### src/rtl/fpst_pkg.sv
package fpst_pkg;
    localparam int INSN_W   = 32;
    localparam int ADDR_W   = 32;
    localparam int DATA_W   = 32;
    localparam int RF_WORDS = 32;
    localparam int RF_IDX_W = $clog2(RF_WORDS);
    localparam int OFF_W    = 8;
    localparam int CNT_W    = OFF_W;
    localparam int SUM_W    = OFF_W + 2;
    localparam int WORD_SH  = 2;
    localparam int BYTES_W  = 1 << WORD_SH;

    // instruction field positions (decoded by neighbours, so fixed)
    localparam int BIT_P  = 24;
    localparam int BIT_U  = 23;
    localparam int BIT_D  = 22;
    localparam int BIT_W  = 21;
    localparam int BIT_L  = 20;

    localparam logic [3:0] SEL_SGL = 4'b1010;
    localparam logic [3:0] SEL_DBL = 4'b1011;
    localparam logic [2:0] CLS_CP  = 3'b110;

    typedef enum logic [2:0] {
        KIND_ONE_S,
        KIND_ONE_D,
        KIND_MANY_S,
        KIND_MANY_D,
        KIND_MANY_X
    } kind_e;

    typedef struct packed {
        kind_e                kind;
        logic                 bad;
        logic [RF_IDX_W-1:0]  first;
        logic [CNT_W-1:0]     nwords;
        logic [ADDR_W-1:0]    addr0;
        logic                 wb_req;
        logic [ADDR_W-1:0]    wb_val;
    } plan_t;

    typedef enum logic [1:0] {
        ST_IDLE,
        ST_XFER,
        ST_FIN
    } state_e;
endpackage

### src/rtl/fpst_decode.sv
module fpst_decode
    import fpst_pkg::*;
(
    input  logic [INSN_W-1:0] insn,
    input  logic [ADDR_W-1:0] base,
    output plan_t             plan
);
    logic                p_bit, u_bit, d_bit, w_bit;
    logic [3:0]          fd;
    logic [3:0]          sel;
    logic [OFF_W-1:0]    off;
    logic [ADDR_W-1:0]   span, up_val, dn_val;
    logic [RF_IDX_W-1:0] s_reg, d_word;
    logic [SUM_W-1:0]    s_end, d_end;
    logic                enc_ok, is_sgl, is_dbl, one_reg;

    assign p_bit  = insn[BIT_P];
    assign u_bit  = insn[BIT_U];
    assign d_bit  = insn[BIT_D];
    assign w_bit  = insn[BIT_W];
    assign fd     = insn[15:12];
    assign sel    = insn[11:8];
    assign off    = insn[OFF_W-1:0];

    assign span   = ADDR_W'(off) << WORD_SH;
    assign up_val = base + span;
    assign dn_val = base - span;

    assign s_reg  = {fd, d_bit};
    assign d_word = {fd, 1'b0};
    assign s_end  = SUM_W'(s_reg) + SUM_W'(off);
    // floor(off/2) also equals (off-1)/2 for the odd-offset form
    assign d_end  = SUM_W'(fd) + SUM_W'(off >> 1);

    assign is_sgl  = (sel == SEL_SGL);
    assign is_dbl  = (sel == SEL_DBL);
    assign enc_ok  = (insn[27:25] == CLS_CP) && !insn[BIT_L] && (is_sgl || is_dbl);
    assign one_reg = p_bit && !w_bit;

    always_comb begin
        plan        = '0;
        plan.kind   = KIND_ONE_S;
        if (one_reg) begin
            plan.addr0  = u_bit ? up_val : dn_val;
            plan.wb_req = 1'b0;
            plan.wb_val = base;
            if (is_dbl) begin
                plan.kind   = KIND_ONE_D;
                plan.first  = d_word;
                plan.nwords = CNT_W'(2);
            end else begin
                plan.kind   = KIND_ONE_S;
                plan.first  = s_reg;
                plan.nwords = CNT_W'(1);
            end
            plan.bad = !enc_ok;
        end else begin
            plan.addr0  = u_bit ? base : dn_val;
            plan.wb_req = w_bit;
            plan.wb_val = u_bit ? up_val : dn_val;
            if (is_sgl) begin
                plan.kind   = KIND_MANY_S;
                plan.first  = s_reg;
                plan.nwords = off;
                plan.bad    = (off == '0) || (s_end > SUM_W'(RF_WORDS));
            end else if (off[0]) begin
                plan.kind   = KIND_MANY_X;
                plan.first  = d_word;
                plan.nwords = off - CNT_W'(1);
                plan.bad    = (off == OFF_W'(1)) || (d_end > SUM_W'(RF_WORDS / 2));
            end else begin
                plan.kind   = KIND_MANY_D;
                plan.first  = d_word;
                plan.nwords = off;
                plan.bad    = (off == '0) || (d_end > SUM_W'(RF_WORDS / 2));
            end
            plan.bad = plan.bad || !enc_ok;
        end
    end
endmodule

### src/rtl/fpst_addr_walk.sv
module fpst_addr_walk
    import fpst_pkg::*;
(
    input  logic                clk,
    input  logic                rst_n,
    input  logic                load,
    input  logic [ADDR_W-1:0]   addr0,
    input  logic [RF_IDX_W-1:0] first,
    input  logic                step,
    output logic [ADDR_W-1:0]   cur_addr,
    output logic [RF_IDX_W-1:0] rf_idx
);
    always_ff @(posedge clk or negedge rst_n) begin
        if (!rst_n) begin
            cur_addr <= '0;
            rf_idx   <= '0;
        end else if (load) begin
            cur_addr <= addr0;
            rf_idx   <= first;
        end else if (step) begin
            cur_addr <= cur_addr + ADDR_W'(BYTES_W);
            rf_idx   <= rf_idx + RF_IDX_W'(1);
        end
    end

    AST_LOAD_STEP_EXCL: assert property (@(posedge clk) disable iff (!rst_n)
        !(load && step));
endmodule

### src/rtl/fpst_ctrl.sv
module fpst_ctrl
    import fpst_pkg::*;
(
    input  logic              clk,
    input  logic              rst_n,
    input  logic              start,
    input  logic              cond_pass,
    input  plan_t             plan,
    input  logic              mem_ready,
    output logic              load,
    output logic              step,
    output logic              busy,
    output logic              mem_valid,
    output logic              done,
    output logic              unpred,
    output logic              wb_en,
    output logic [ADDR_W-1:0] wb_data
);
    state_e            state, state_nx;
    logic [CNT_W-1:0]  remain;
    logic              unpred_q, wb_q;
    logic [ADDR_W-1:0] wb_val_q;
    logic              go;

    assign go = cond_pass && !plan.bad;

    // next-state selection
    always_comb begin
        state_nx = state;
        unique case (state)
            ST_IDLE: if (start) state_nx = go ? ST_XFER : ST_FIN;  // T_LAUNCH / T_SKIP
            ST_XFER: if (mem_ready && remain == CNT_W'(1)) state_nx = ST_FIN; // T_LAST
            ST_FIN:  state_nx = ST_IDLE;                              // T_RETIRE
            default: state_nx = ST_IDLE;
        endcase
    end

    // state register
    always_ff @(posedge clk or negedge rst_n) begin
        if (!rst_n) state <= ST_IDLE;
        else        state <= state_nx;
    end

    // per-instruction bookkeeping captured at launch
    always_ff @(posedge clk or negedge rst_n) begin
        if (!rst_n) begin
            remain   <= '0;
            unpred_q <= 1'b0;
            wb_q     <= 1'b0;
            wb_val_q <= '0;
        end else if (load) begin
            remain   <= plan.nwords;
            unpred_q <= cond_pass && plan.bad;
            wb_q     <= go && plan.wb_req;
            wb_val_q <= plan.wb_val;
        end else if (step) begin
            remain   <= remain - CNT_W'(1);
        end
    end

    // outputs
    always_comb begin
        load      = 1'b0;
        mem_valid = 1'b0;
        done      = 1'b0;
        unique case (state)
            ST_IDLE: load      = start;
            ST_XFER: mem_valid = 1'b1;
            ST_FIN:  done      = 1'b1;
            default: ;
        endcase
        step    = mem_valid && mem_ready;
        busy    = (state != ST_IDLE);
        unpred  = done && unpred_q;
        wb_en   = done && wb_q;
        wb_data = wb_val_q;
    end

    AST_REMAIN_LIVE: assert property (@(posedge clk) disable iff (!rst_n)
        mem_valid |-> remain != '0);
    AST_DONE_ONE_CYCLE: assert property (@(posedge clk) disable iff (!rst_n)
        done |=> !done);
    AST_DROP_BUSY: assert property (@(posedge clk) disable iff (!rst_n)
        done |=> !busy);
    AST_WB_NOT_BAD: assert property (@(posedge clk) disable iff (!rst_n)
        unpred |-> !wb_en);
endmodule

### src/rtl/fpst_seq.sv
module fpst_seq
    import fpst_pkg::*;
(
    input  logic                clk,
    input  logic                rst_n,
    input  logic                start,
    input  logic [INSN_W-1:0]   insn,
    input  logic [ADDR_W-1:0]   base,
    input  logic                cond_pass,
    output logic                busy,
    output logic [RF_IDX_W-1:0] rf_addr,
    input  logic [DATA_W-1:0]   rf_rdata,
    output logic                mem_valid,
    input  logic                mem_ready,
    output logic [ADDR_W-1:0]   mem_addr,
    output logic [DATA_W-1:0]   mem_wdata,
    output logic                done,
    output logic                unpred,
    output logic                wb_en,
    output logic [ADDR_W-1:0]   wb_data
);
    plan_t plan;
    logic  load, step;

    fpst_decode u_decode (
        .insn (insn),
        .base (base),
        .plan (plan)
    );

    fpst_ctrl u_ctrl (
        .clk       (clk),
        .rst_n     (rst_n),
        .start     (start),
        .cond_pass (cond_pass),
        .plan      (plan),
        .mem_ready (mem_ready),
        .load      (load),
        .step      (step),
        .busy      (busy),
        .mem_valid (mem_valid),
        .done      (done),
        .unpred    (unpred),
        .wb_en     (wb_en),
        .wb_data   (wb_data)
    );

    fpst_addr_walk u_walk (
        .clk      (clk),
        .rst_n    (rst_n),
        .load     (load),
        .addr0    (plan.addr0),
        .first    (plan.first),
        .step     (step),
        .cur_addr (mem_addr),
        .rf_idx   (rf_addr)
    );

    assign mem_wdata = rf_rdata;

    AST_HOLD_ON_STALL: assert property (@(posedge clk) disable iff (!rst_n)
        mem_valid && !mem_ready |=> mem_valid && $stable(mem_addr) && $stable(rf_addr));
    AST_ADDR_ASCEND: assert property (@(posedge clk) disable iff (!rst_n)
        step |=> !mem_valid || mem_addr == $past(mem_addr) + ADDR_W'(BYTES_W));
    AST_IDX_ASCEND: assert property (@(posedge clk) disable iff (!rst_n)
        step |=> !mem_valid || rf_addr == $past(rf_addr) + RF_IDX_W'(1));
    AST_REJECT_SILENT: assert property (@(posedge clk) disable iff (!rst_n)
        done && unpred |-> !$past(mem_valid));
endmodule

### config.mk
export PLATFORM = sky130hd
export DESIGN_NAME = fpst_seq
export DESIGN_NICKNAME = d
export VERILOG_FILES = /design/src/rtl/fpst_pkg.sv /design/src/rtl/fpst_decode.sv /design/src/rtl/fpst_addr_walk.sv /design/src/rtl/fpst_ctrl.sv /design/src/rtl/fpst_seq.sv
export SDC_FILE = /design/constraint.sdc
export NUM_CORES = 1
export LEC_CHECK = 0
export BUFFER_PORTS_ARGS = -buffer_cell sky130_fd_sc_hd__buf_2
export CORE_MARGIN = 2
export CORE_UTILIZATION = 50
export DETAILED_ROUTE_END_ITERATION = 10
export MAX_ROUTING_LAYER = met4
export PLACE_DENSITY = 0.74
export REMOVE_ABC_BUFFERS = 1
export SYNTH_ARGS = -nofsm -noshare
export SYNTH_HDL_FRONTEND = slang
export SYNTH_HIERARCHICAL = 1
export SYNTH_SLANG_ARGS = --single-unit
export TNS_END_PERCENT = 5
### constraint.sdc
create_clock -name clk -period 7 [get_ports clk]
set_clock_uncertainty 0.15 [all_clocks]
set_input_delay 0.7 -clock clk [delete_from_list [all_inputs] [get_ports clk]]
set_output_delay 0.7 -clock clk [all_outputs]
set_load 0.02 [all_outputs]
### Yosys cells after proc, flatten, opt, wreduce, memory -nomap -nowiden

Cells that the tools add are included.

| cells by class | value |
|---|---|
| $add $sub $neg | 8 |
| multipliers | 0 |
| divide/modulo/power cells | 0 |
| order comparisons | 2 |
| equality and inequality tests | 9 |
| shifts and indexed selects | 0 |
| mux-type cells | 20 |
| bitwise gates (word level) | 0 |
| reductions and logical operators | 24 |

Operators by type and width:

| kind | count |
|---|---|
| 2-to-1 mux 32 bit | 4 |
| 2-to-1 mux 79 bit | 1 |
| 2-to-1 mux 14 bit | 3 |
| adder 32 x 10 -> 32 bit | 1 |
| adder 32 x 3 -> 32 bit, second input constant | 1 |
| subtractor 32 x 10 -> 32 bit | 1 |
| == test 8 x 1 -> 1 bit, second input constant | 2 |
| 2-to-1 mux 8 bit | 2 |
| subtractor 8 x 1 -> 8 bit, second input constant | 2 |
| greater-than comparator 10 x 5 -> 1 bit, second input constant | 1 |
| greater-than comparator 10 x 6 -> 1 bit, second input constant | 1 |
| logical AND 1 bit | 10 |
| 2-to-1 mux 5 bit | 2 |
| adder 5 x 8 -> 9 bit | 1 |
| 2-to-1 mux 9 bit | 1 |
| adder 4 x 7 -> 8 bit | 1 |
| == test 4 bit, second input constant | 2 |
| zero test 8 bit | 1 |
| 2-to-1 mux 2 bit | 3 |
| adder 5 x 1 -> 5 bit, second input constant | 1 |
| logical OR 1 bit | 5 |
| zero test 1 bit | 4 |
| one-hot mux 2 bit (2 select lines) | 1 |
| nonzero test 2 bit | 2 |
| 8 further kinds | 10 |

| storage, ports and cells | value |
|---|---|
| register bits after elaboration | 81 |
| bits in latches | 0 |
| memory bits (writable) | 0 |
| ROM bits | 0 |
| bits of input ports | 101 |
| memories kept | 0 |

### Longest topological paths before layout

Gate-level depths: netlist of the first run.

| logic depth | value |
|---|---|
| word-level depth | 13 |
| mapped depth | 13 |
| mapped depth without buffers | 12 |

### Hierarchy

The synthesis of the first run kept the hierarchy.

Modules (own cells, without submodules):

| module | instances | cells each | area each (µm²) |
|---|---|---|---|
| fpst_decode | 1 | 489 | 3281.9 |
| fpst_addr_walk | 1 | 230 | 2063.2 |
| fpst_ctrl | 1 | 142 | 1881.8 |
| fpst_seq | 1 | 32 | 240.2 |

### Least setup slack after synthesis of the first run

No wires, ideal clock.

| timing path | value |
|---|---|
| path type | input -> register |
| start | in insn[7] |
| end | reg u_ctrl.wb_val_q[26] (netlist: u_ctrl/wb_data[26]) |
| data arrival time | 3126 ps |
| data required time | 6725 ps |
| path slack | 3599 ps |
| stages on the path | 10 |
| path buffers | 1 |
| path through | clkbuf_1 > inv_1 > ha_1 > a211oi_1 > nand4b_4 > or4_4 > a211oi_4 > a22oi_1 > xnor2_1 > mux2_2 |

RTL lines:

| item | RTL line | source |
|---|---|---|
| from (decl) | fpst_seq.sv:7 | `input logic [INSN_W-1:0] insn,` |
| to (signal assigned) | fpst_ctrl.sv:55 | `wb_val_q <= plan.wb_val;` |
| to (decl) | fpst_ctrl.sv:22 | `logic [ADDR_W-1:0] wb_val_q;` |

==> results of run 1 <==
==> through the flow <==
step	cells	worst slack (ns)	hold WS (ns)	power [W]	utilization, %
floorplan	791	3.39	0.254	0.000979	-
global placement	1112	3.07	0.316	0.00118	53.2
detailed placement	1112	3.09	0.323	0.00118	53.2
CTS	1126	3.44	0.337	0.00166	55.1
global route	1126	3.05	0.356	0.00175	55.1
finish	1126	3.27	0.333	0.00165	55.1
==> routing by layer <==
layer  up-vias  track usage [%]
met4         0             7.37
li1       3291                -
met1      3231             41.0
met2       348             36.1
met3        20             8.54
met5         -                -
==> worst max-delay path, delay by kind of cell <==
family / cells / cell delay [ns]
buffers and inverters: 2 / 0.94
AND/OR/NAND/NOR: 3 / 0.98
XOR/XNOR: 1 / 0.27
AO/OA/AOI/OAI: 3 / 0.93
==> final timing paths <==
check	startpoint	endpoint	slack, ns	depth (start not counted)
worst max register to register	u_ctrl/state[0]	u_walk/rf_idx[3]	3.64	5
max in group asynchronous	rst_n	u_ctrl/wb_data[5]	5.63	1
worst min-delay path	u_ctrl/wb_data[0]	u_ctrl/wb_data[0]	0.33	1
min in group asynchronous	rst_n	u_walk/rf_idx[4]	0.37	1
worst max-delay path	insn[23]	u_walk/cur_addr[21]	3.27	9
worst min register to register	u_ctrl/wb_data[0]	u_ctrl/wb_data[0]	0.33	1
==> power breakdown <==
part | switching [W] | leakage [nW] | internal (W)
clock network | 0.000186 | 0.137 | 0.000281
logic | 0.000347 | 2.13 | 0.000213
registers | 0.0000727 | 0.960 | 0.000549
total | 0.000606 | 3.23 | 0.00104
==> final cells by class <==
type / instances / area [sq um]
Inverter: 34 / 128
Sequential cell: 81 / 2030
Timing Repair Buffer: 137 / 696
Clock inverter: 3 / 42.5
Multi-Input combinational cell: 676 / 4650
Tap cell: 184 / 230
Fill cell: 1432 / 6520
Clock buffer: 11 / 243
==> flip-flops by register name, summed over array words and instances (netlist names) <==
| register | cells |
|---|---|
| u_ctrl/unpred_q | 1 |
| u_ctrl/wb_data | 32 |
| u_ctrl/remain | 8 |
| u_walk/cur_addr | 32 |
| u_walk/rf_idx | 5 |
| u_ctrl/wb_q | 1 |
| u_ctrl/state | 2 |
==> run summary, run 1 <==
Max clock buf depth - 2
Wl on met1 - 10100 microns
CP most frequent cell - nor2_1
Antenna Diode Count - 0
CP Class - input pin to flip-flop
F_max - 268 MHz
Cell area after layout - 8010 sq um
Die H - 126 microns
Worst skew pair latency - 0.35 ns
Num CTS Buffers - 9
DR vias/cell - 6.12
Vias in the first global route - 6251
GRT Util Overall - 27.6%
First-pass GRT wire length - 34100 microns
Min Tclk post-route - 3.73 ns
Die X - 126 microns
Hold crit path type - flip-flop to flip-flop
Buffers on Ports - 134
Worst Setup End Kind - flip-flop
I/O pins - 207
Synthesized area per cell - 8.37 sq um
Final Hold Fails - 0
# rows - 44
H-tree depth - 3
DR iter-0 viols - 896
Worst-margin pin slew - 1.05 ns
Drt pass-1 iters - 5
Slew Limit Headroom - 30.1%
WL met3 - 2290 microns
Reg clk slew, reported paths - 0.06 ns
Post-CTS Hold Fix Bufs - 0
GP Congestion - 0.905
Area grow syn2layout - 7.54%
Final nets - 1069
Pleak - 3.23 nW
Post-CTS Setup Inserts - 0
Commonest cells after routing, fill and taps aside - buf_2 (133), dfrtp_1 (81), nand2_1 (73)
Unrepaired setup endpoints after global routing - false
Status - finished clean
Root Buffer - clkbuf_16
CTS tree - done
Max FO, Critical Path - 32
Final period util - 53.3%
CP Cell Sequence - buf_2 -> inv_1 -> nor2_1 -> nand2_1 -> a21oi_1 -> a32o_1 -> xor2_1 -> nor2_1 -> a31oi_1
Core Box Area - 14500 sq um
Initial Util - 51.3%
Power per Cell Area - 206 nW/um^2
Setup_tns - 0 ns
Wire length on met2 - 8840 microns
Initial antenna violation count - 0
Share of layout cells above drive strength 1 - 22.3%
Pin count of the biggest net entering global routing - 93
Synth Instances - 890
Resize count post-CTS - 0
Remaining Overflow, GRT - 0
Drt total wl - 21600 microns
Max-cap violations - 0
Die area - 15900 sq um
Slowest stage delay, CP - 0.64 ns
Via count - 6890
Clk sinks - 81
DRT antenna net count - 0
Cell Area, Synth - 7450 sq um
Pins Over Slew Limit - 0
Routed len/inst - 19.1 microns
Worst path arrival time - 3.83 ns
Top Layer Used - met4
Remaining DRCs - 0
Worst path required time - 7.10 ns
Peak supply drop - 133 uV
CP max stage cell - nor2_1
Setup violators final - 0
Post-DP HPWL - 15900 microns
Yosys warning count - 6
Commonest non-fill, non-tap cell in the layout - buf_2
Area after DPL - 7730 sq um
Startpoint class of the critical path - input pin
No activity file was read; power rests on OpenSTA's default activity.
==> run 2: changes to the inputs <==
Clock period 7 ns to 3.5 ns, I/O delays scaled along.
==> run 2 against run 1 <==
The run now ends with hold timing left. Sequential share of layout area is 0.78 points lower. Wire length rose by 3.5%. Die area unchanged. Sequential power grew 99%. First-iteration DRC count rose by 12%. Setup slack worse by 2.7 ns. Flip-flop and latch count stayed put. Non-clock buffer count rose by 26. Design area rose by 3.2%. Via count grew 2.1%. Largest cell class unchanged. Highest routed layer unchanged.
==> run summary, run 2 (synthesized netlist as in run 1, its figures left out) <==
Status - finished, violations left
Failing checks - hold timing
Worst Setup SP - insn[1]
Clk sinks - 81
CTS tree - done
Resize count post-CTS - 0
GRT Util Overall - 28.7%
Setup violators final - 0
Peak supply drop - 260 uV
Startpoint class of the critical path - input pin
Unrepaired setup endpoints after global routing - false
Post-CTS Setup Inserts - 0
Reg clk slew, reported paths - 0.06 ns
Worst skew pair latency - 0.34 ns
I/O pins - 207
Die area - 15900 sq um
Crit path max-delay family - compound AO/OA/AOI/OAI gates
Worst path required time - 3.57 ns
Share of layout cells above drive strength 1 - 24.5%
Worst-margin pin slew - 0.904 ns
Final nets - 1095
Pleak - 3.39 nW
Pin count of the biggest net entering global routing - 93
Gr busiest metal - met1
Slowest stage delay, CP - 0.54 ns
Pins Over Slew Limit - 0
Finished Layout Cells - 1153
Cell area after layout - 8270 sq um
Max FO, Critical Path - 9
Setup_tns - 0 ns
Core Box Area - 14500 sq um
DR vias/cell - 6.10
Remaining DRCs - 0
Initial antenna violation count - 0
Initial Util - 51.3%
Die H - 126 microns
Fillers - 1371
Area after DPL - 7940 sq um
Post-DP HPWL - 16800 microns
Remaining Overflow, GRT - 0
Slew Limit Headroom - 39.2%
Power per Cell Area - 421 nW/um^2
Worst Setup End Kind - flip-flop
First-pass GRT wire length - 35400 microns
H-tree depth - 3
Min Tclk post-route - 2.97 ns
Buffers on Ports - 134
DRT antenna net count - 0
Cells after DPL - 1138
Drt pass-1 iters - 5
Via count - 7032
Num CTS Buffers - 9
Antenna Diode Count - 0
Vias in the first global route - 6447
Max-cap violations - 0
# rows - 44
Worst path bufs/invs - 2
Worst path arrival time - 3.04 ns
Drt total wl - 22300 microns
Post-CTS Hold Fix Bufs - 0
Area grow syn2layout - 11.0%
CP Class - input pin to flip-flop
Max clock buf depth - 2
WHS - -0.0466 ns
Met1 Resource Use GR - 41.2%
CP max stage cell - a2111oi_2
DR iter-0 viols - 1000
F_max - 337 MHz
Die X - 126 microns
Met2 usage - 39.4%
Final setup margin - 0.534 ns
Routed len/inst - 19.4 microns
Final period util - 84.8%
GP Congestion - 0.973
Met3 GRT Util - 9.64%
Root Buffer - clkbuf_16
Final Hold Fails - 22
Commonest non-fill, non-tap cell in the layout - buf_2
Commonest cells after routing, fill and taps aside - buf_2 (133), dfrtp_1 (81), nand2_1 (73)
Hold crit path type - input pin to async pin
Worst R2R Start - u_ctrl/state[1]
CP Cell Sequence - buf_2 -> inv_1 -> ha_1 -> nand2b_1 -> a2111oi_2 -> o31ai_2 -> a21oi_2 -> a41oi_1 -> xnor2_1 -> mux2_2
Pre-CTS setup slack - 0.267 ns
[run 2: per-stage QoR]
step,utilization [%],power (W)
floorplan,-,0.00196
global placement,54.6,0.00238
detailed placement,54.6,0.00240
CTS,56.9,0.00349
global route,56.9,0.00368
finish,56.9,0.00348
[run 2: final cells by class]
cell class	count	area (sq um)	share of cell area [%]
Tap cell	184	230	2.78
Multi-Input combinational cell	676	4650	56.2
Inverter	34	128	1.54
Timing Repair Buffer	163	903	10.9
Clock inverter	5	104	1.26
Clock buffer	10	229	2.77
Sequential cell	81	2030	24.5
[run 2: worst reg2reg max path: stages (launching register included)]
cell     delay (ns)
dfrtp_1        0.39
and3b_1        0.30
buf_4          0.27
and3_1         0.29
nand2_1        0.17
or4_1          0.48
a31oi_1        0.16
[run 2: final timing paths]
kind / cells after the start / end / slack, ns
max in group asynchronous: 2 / u_walk/cur_addr[5] / 2.49
worst max register to register: 6 / u_walk/cur_addr[31] / 1.20
min in group clk: 2 / u_ctrl/wb_data[0] / 0.09
worst min-delay path: 1 / u_walk/rf_idx[4] / -0.05
worst min register to register: 1 / u_ctrl/wb_data[0] / 0.33
worst max-delay path: 10 / u_ctrl/wb_data[17] / 0.53
[run 2: report_power, final]
| group | total [W] | leakage, nW | switching [W] | internal [W] |
|---|---|---|---|---|
| sequential | 0.00124 | 0.960 | 0.000146 | 0.00110 |
| combinational | 0.00116 | 2.27 | 0.000708 | 0.000448 |
| clock | 0.00108 | 0.163 | 0.000387 | 0.000695 |
| total | 0.00348 | 3.39 | 0.00124 | 0.00224 |
[run 2: layer usage]
layer,part of all wire (%),wire length (microns)
met5,0,0
met4,1.0,225
met3,10,2280
met2,42,9420
met1,47,10400
==> run 3: changes to the inputs <==
Settings changed: CORE_UTILIZATION 50 to 49, PLACE_DENSITY 0.74 to 0.76.
Clock period 3.5 ns to 2.5 ns, I/O delays scaled along.
==> run 3 against run 2 <==
The flow now finishes without violations. Flip-flop and latch count did not move. Combinational power rose by 59%. Clock-buffer cell count fell by 1. Critical path depth rose by 4. Wire length rose by 6.3%. Clock power rose by 19%. Register-to-register slack got worse by 0.97 ns. Design area rose by 12%. Setup slack got worse by 0.50 ns. Sequential power rose by 40%.
==> run summary, run 3 (synthesized netlist as in run 1, its figures left out) <==
# rows - 45
Commonest cells after routing, fill and taps aside - buf_2 (133), buf_4 (125), dfrtp_1 (81)
Worst Setup End Kind - flip-flop
Die H - 127 microns
Via count - 7523
GRT Util Overall - 29.9%
Vias in the first global route - 6899
Die X - 127 microns
Max FO, Critical Path - 3
Drt total wl - 23700 microns
Die area - 16200 sq um
Final period util - 98.5%
Pin count of the biggest net entering global routing - 63
Initial Util - 49.6%
Peak supply drop - 337 uV
Min Tclk post-route - 2.46 ns
F_max - 406 MHz
Hold depth - 3
Pins Over Slew Limit - 0
DRT antenna net count - 0
Remaining DRCs - 0
Clk sinks - 81
Finished Layout Cells - 1260
Pre-CTS setup slack - -0.506 ns
Hold Path Origin - cond_pass
Initial antenna violation count - 0
GP Congestion - 1.04
Worst-margin pin slew - 0.517 ns
Unrepaired setup endpoints after global routing - true
CP Class - input pin to flip-flop
Hold EP - u_ctrl/unpred_q
Num CTS Buffers - 9
Post-DP HPWL - 18200 microns
Commonest non-fill, non-tap cell in the layout - buf_2
Share of layout cells above drive strength 1 - 34.7%
Remaining Overflow, GRT - 0
CTS tree - done
Core Box Area - 15000 sq um
Buffers on Ports - 134
Cells after DPL - 1239
Worst R2R End - u_walk/cur_addr[27]
Hold crit path type - input pin to flip-flop
DR iter-0 viols - 894
R2R setup slack - 0.23 ns
Area grow syn2layout - 24.4%
Max clock buf depth - 2
Antenna Diode Count - 0
Tot Pwr - 0.00488 W
Final Hold Fails - 0
Worst R2R Start - u_ctrl/state[1]
Final nets - 1197
H-tree depth - 3
Root Buffer - clkbuf_16
Startpoint class of the critical path - input pin
Worst path arrival time - 2.55 ns
Post-layout util - 61.7%
Reg2reg path depth - 5
Power per Cell Area - 526 nW/um^2
Pleak - 3.88 nW
First-pass GRT wire length - 37100 microns
Final setup margin - 0.0370 ns
Max-cap violations - 0
Status - finished clean
Worst path required time - 2.59 ns
Reg clk slew, reported paths - 0.06 ns
I/O pins - 207
Worst skew pair latency - 0.35 ns
Routed len/inst - 18.8 microns
Setup violators final - 0
Drt pass-1 iters - 7
DR vias/cell - 5.97
Slew Limit Headroom - 65.4%
## run 3: final cells by class
class                      count  area (sq um)
fill                        1304          5760
multi-input combinational    676          4890
sequential                    81          2030
timing repair buffer         265          1700
tap                          188           235
clock buffer                   9           225
inverter                      34           128
clock inverter                 7          62.6
## run 3: where the power goes
group | switching, W | leakage [nW] | internal, W | total [W]
Combinational | 0.00107 | 2.79 | 0.000775 | 0.00185
Sequential | 0.000199 | 0.960 | 0.00154 | 0.00174
Clock | 0.000602 | 0.132 | 0.000692 | 0.00129
Total | 0.00188 | 3.88 | 0.00300 | 0.00488
## run 3: worst max-delay path by stage
stage	start	end	slack [ns]	cells past startpoint
floorplan	u_ctrl/state[0]	u_walk/rf_idx[3]	-1.11	4
global placement	insn[1]	u_ctrl/state[1]	-0.43	14
detailed placement	insn[1]	u_ctrl/state[1]	-0.51	14
CTS	insn[2]	u_ctrl/wb_data[22]	0.002	12
global route	insn[1]	u_ctrl/wb_data[9]	-0.02	11
finish	insn[1]	u_ctrl/state[1]	0.04	14
## run 3: worst max-delay path: stages
cell,delay (ns)
buf_2,0.12
ha_2,0.20
fa_2,0.40
buf_4,0.16
a211oi_2,0.21
nor2_1,0.08
xnor2_1,0.18
a31oi_1,0.12
nor3_2,0.22
o32ai_1,0.12
buf_4,0.17
nor2b_4,0.13
nor3_1,0.06
a21o_1,0.15
## run 3: through the flow
step | setup TNS [ns] | instance area [sq um] | hold WS [ns]
detailed placement | -14.85 | 8690 | 0.0389
finish | 0 | 9270 | 0.0173
global route | -0.0879 | 9270 | 0.0211
CTS | 0 | 9040 | 0.00564
global placement | -13.44 | 8690 | 0.0354
floorplan | -19.90 | 6800 | -0.196
## run 3: metal layers
layer	share of wire, %	wire length, microns	vias to the layer above	track usage (%)
li1	-	-	3560	-
met3	9.7	2300	32	9.30
met1	46	11000	3595	43.4
met4	1.3	316	0	6.08
met2	42	10100	336	41.0
met5	0	0	-	-
## run 3: repair_timing
action                                 CTS  global route
hold buffers                             4             0
endpoints found under the hold margin   28             0
cloned                                   0             0
setup endpoints to repair                7            44
pin swaps                                2            14
buffers inserted                         0             1
resized for setup                        5            46
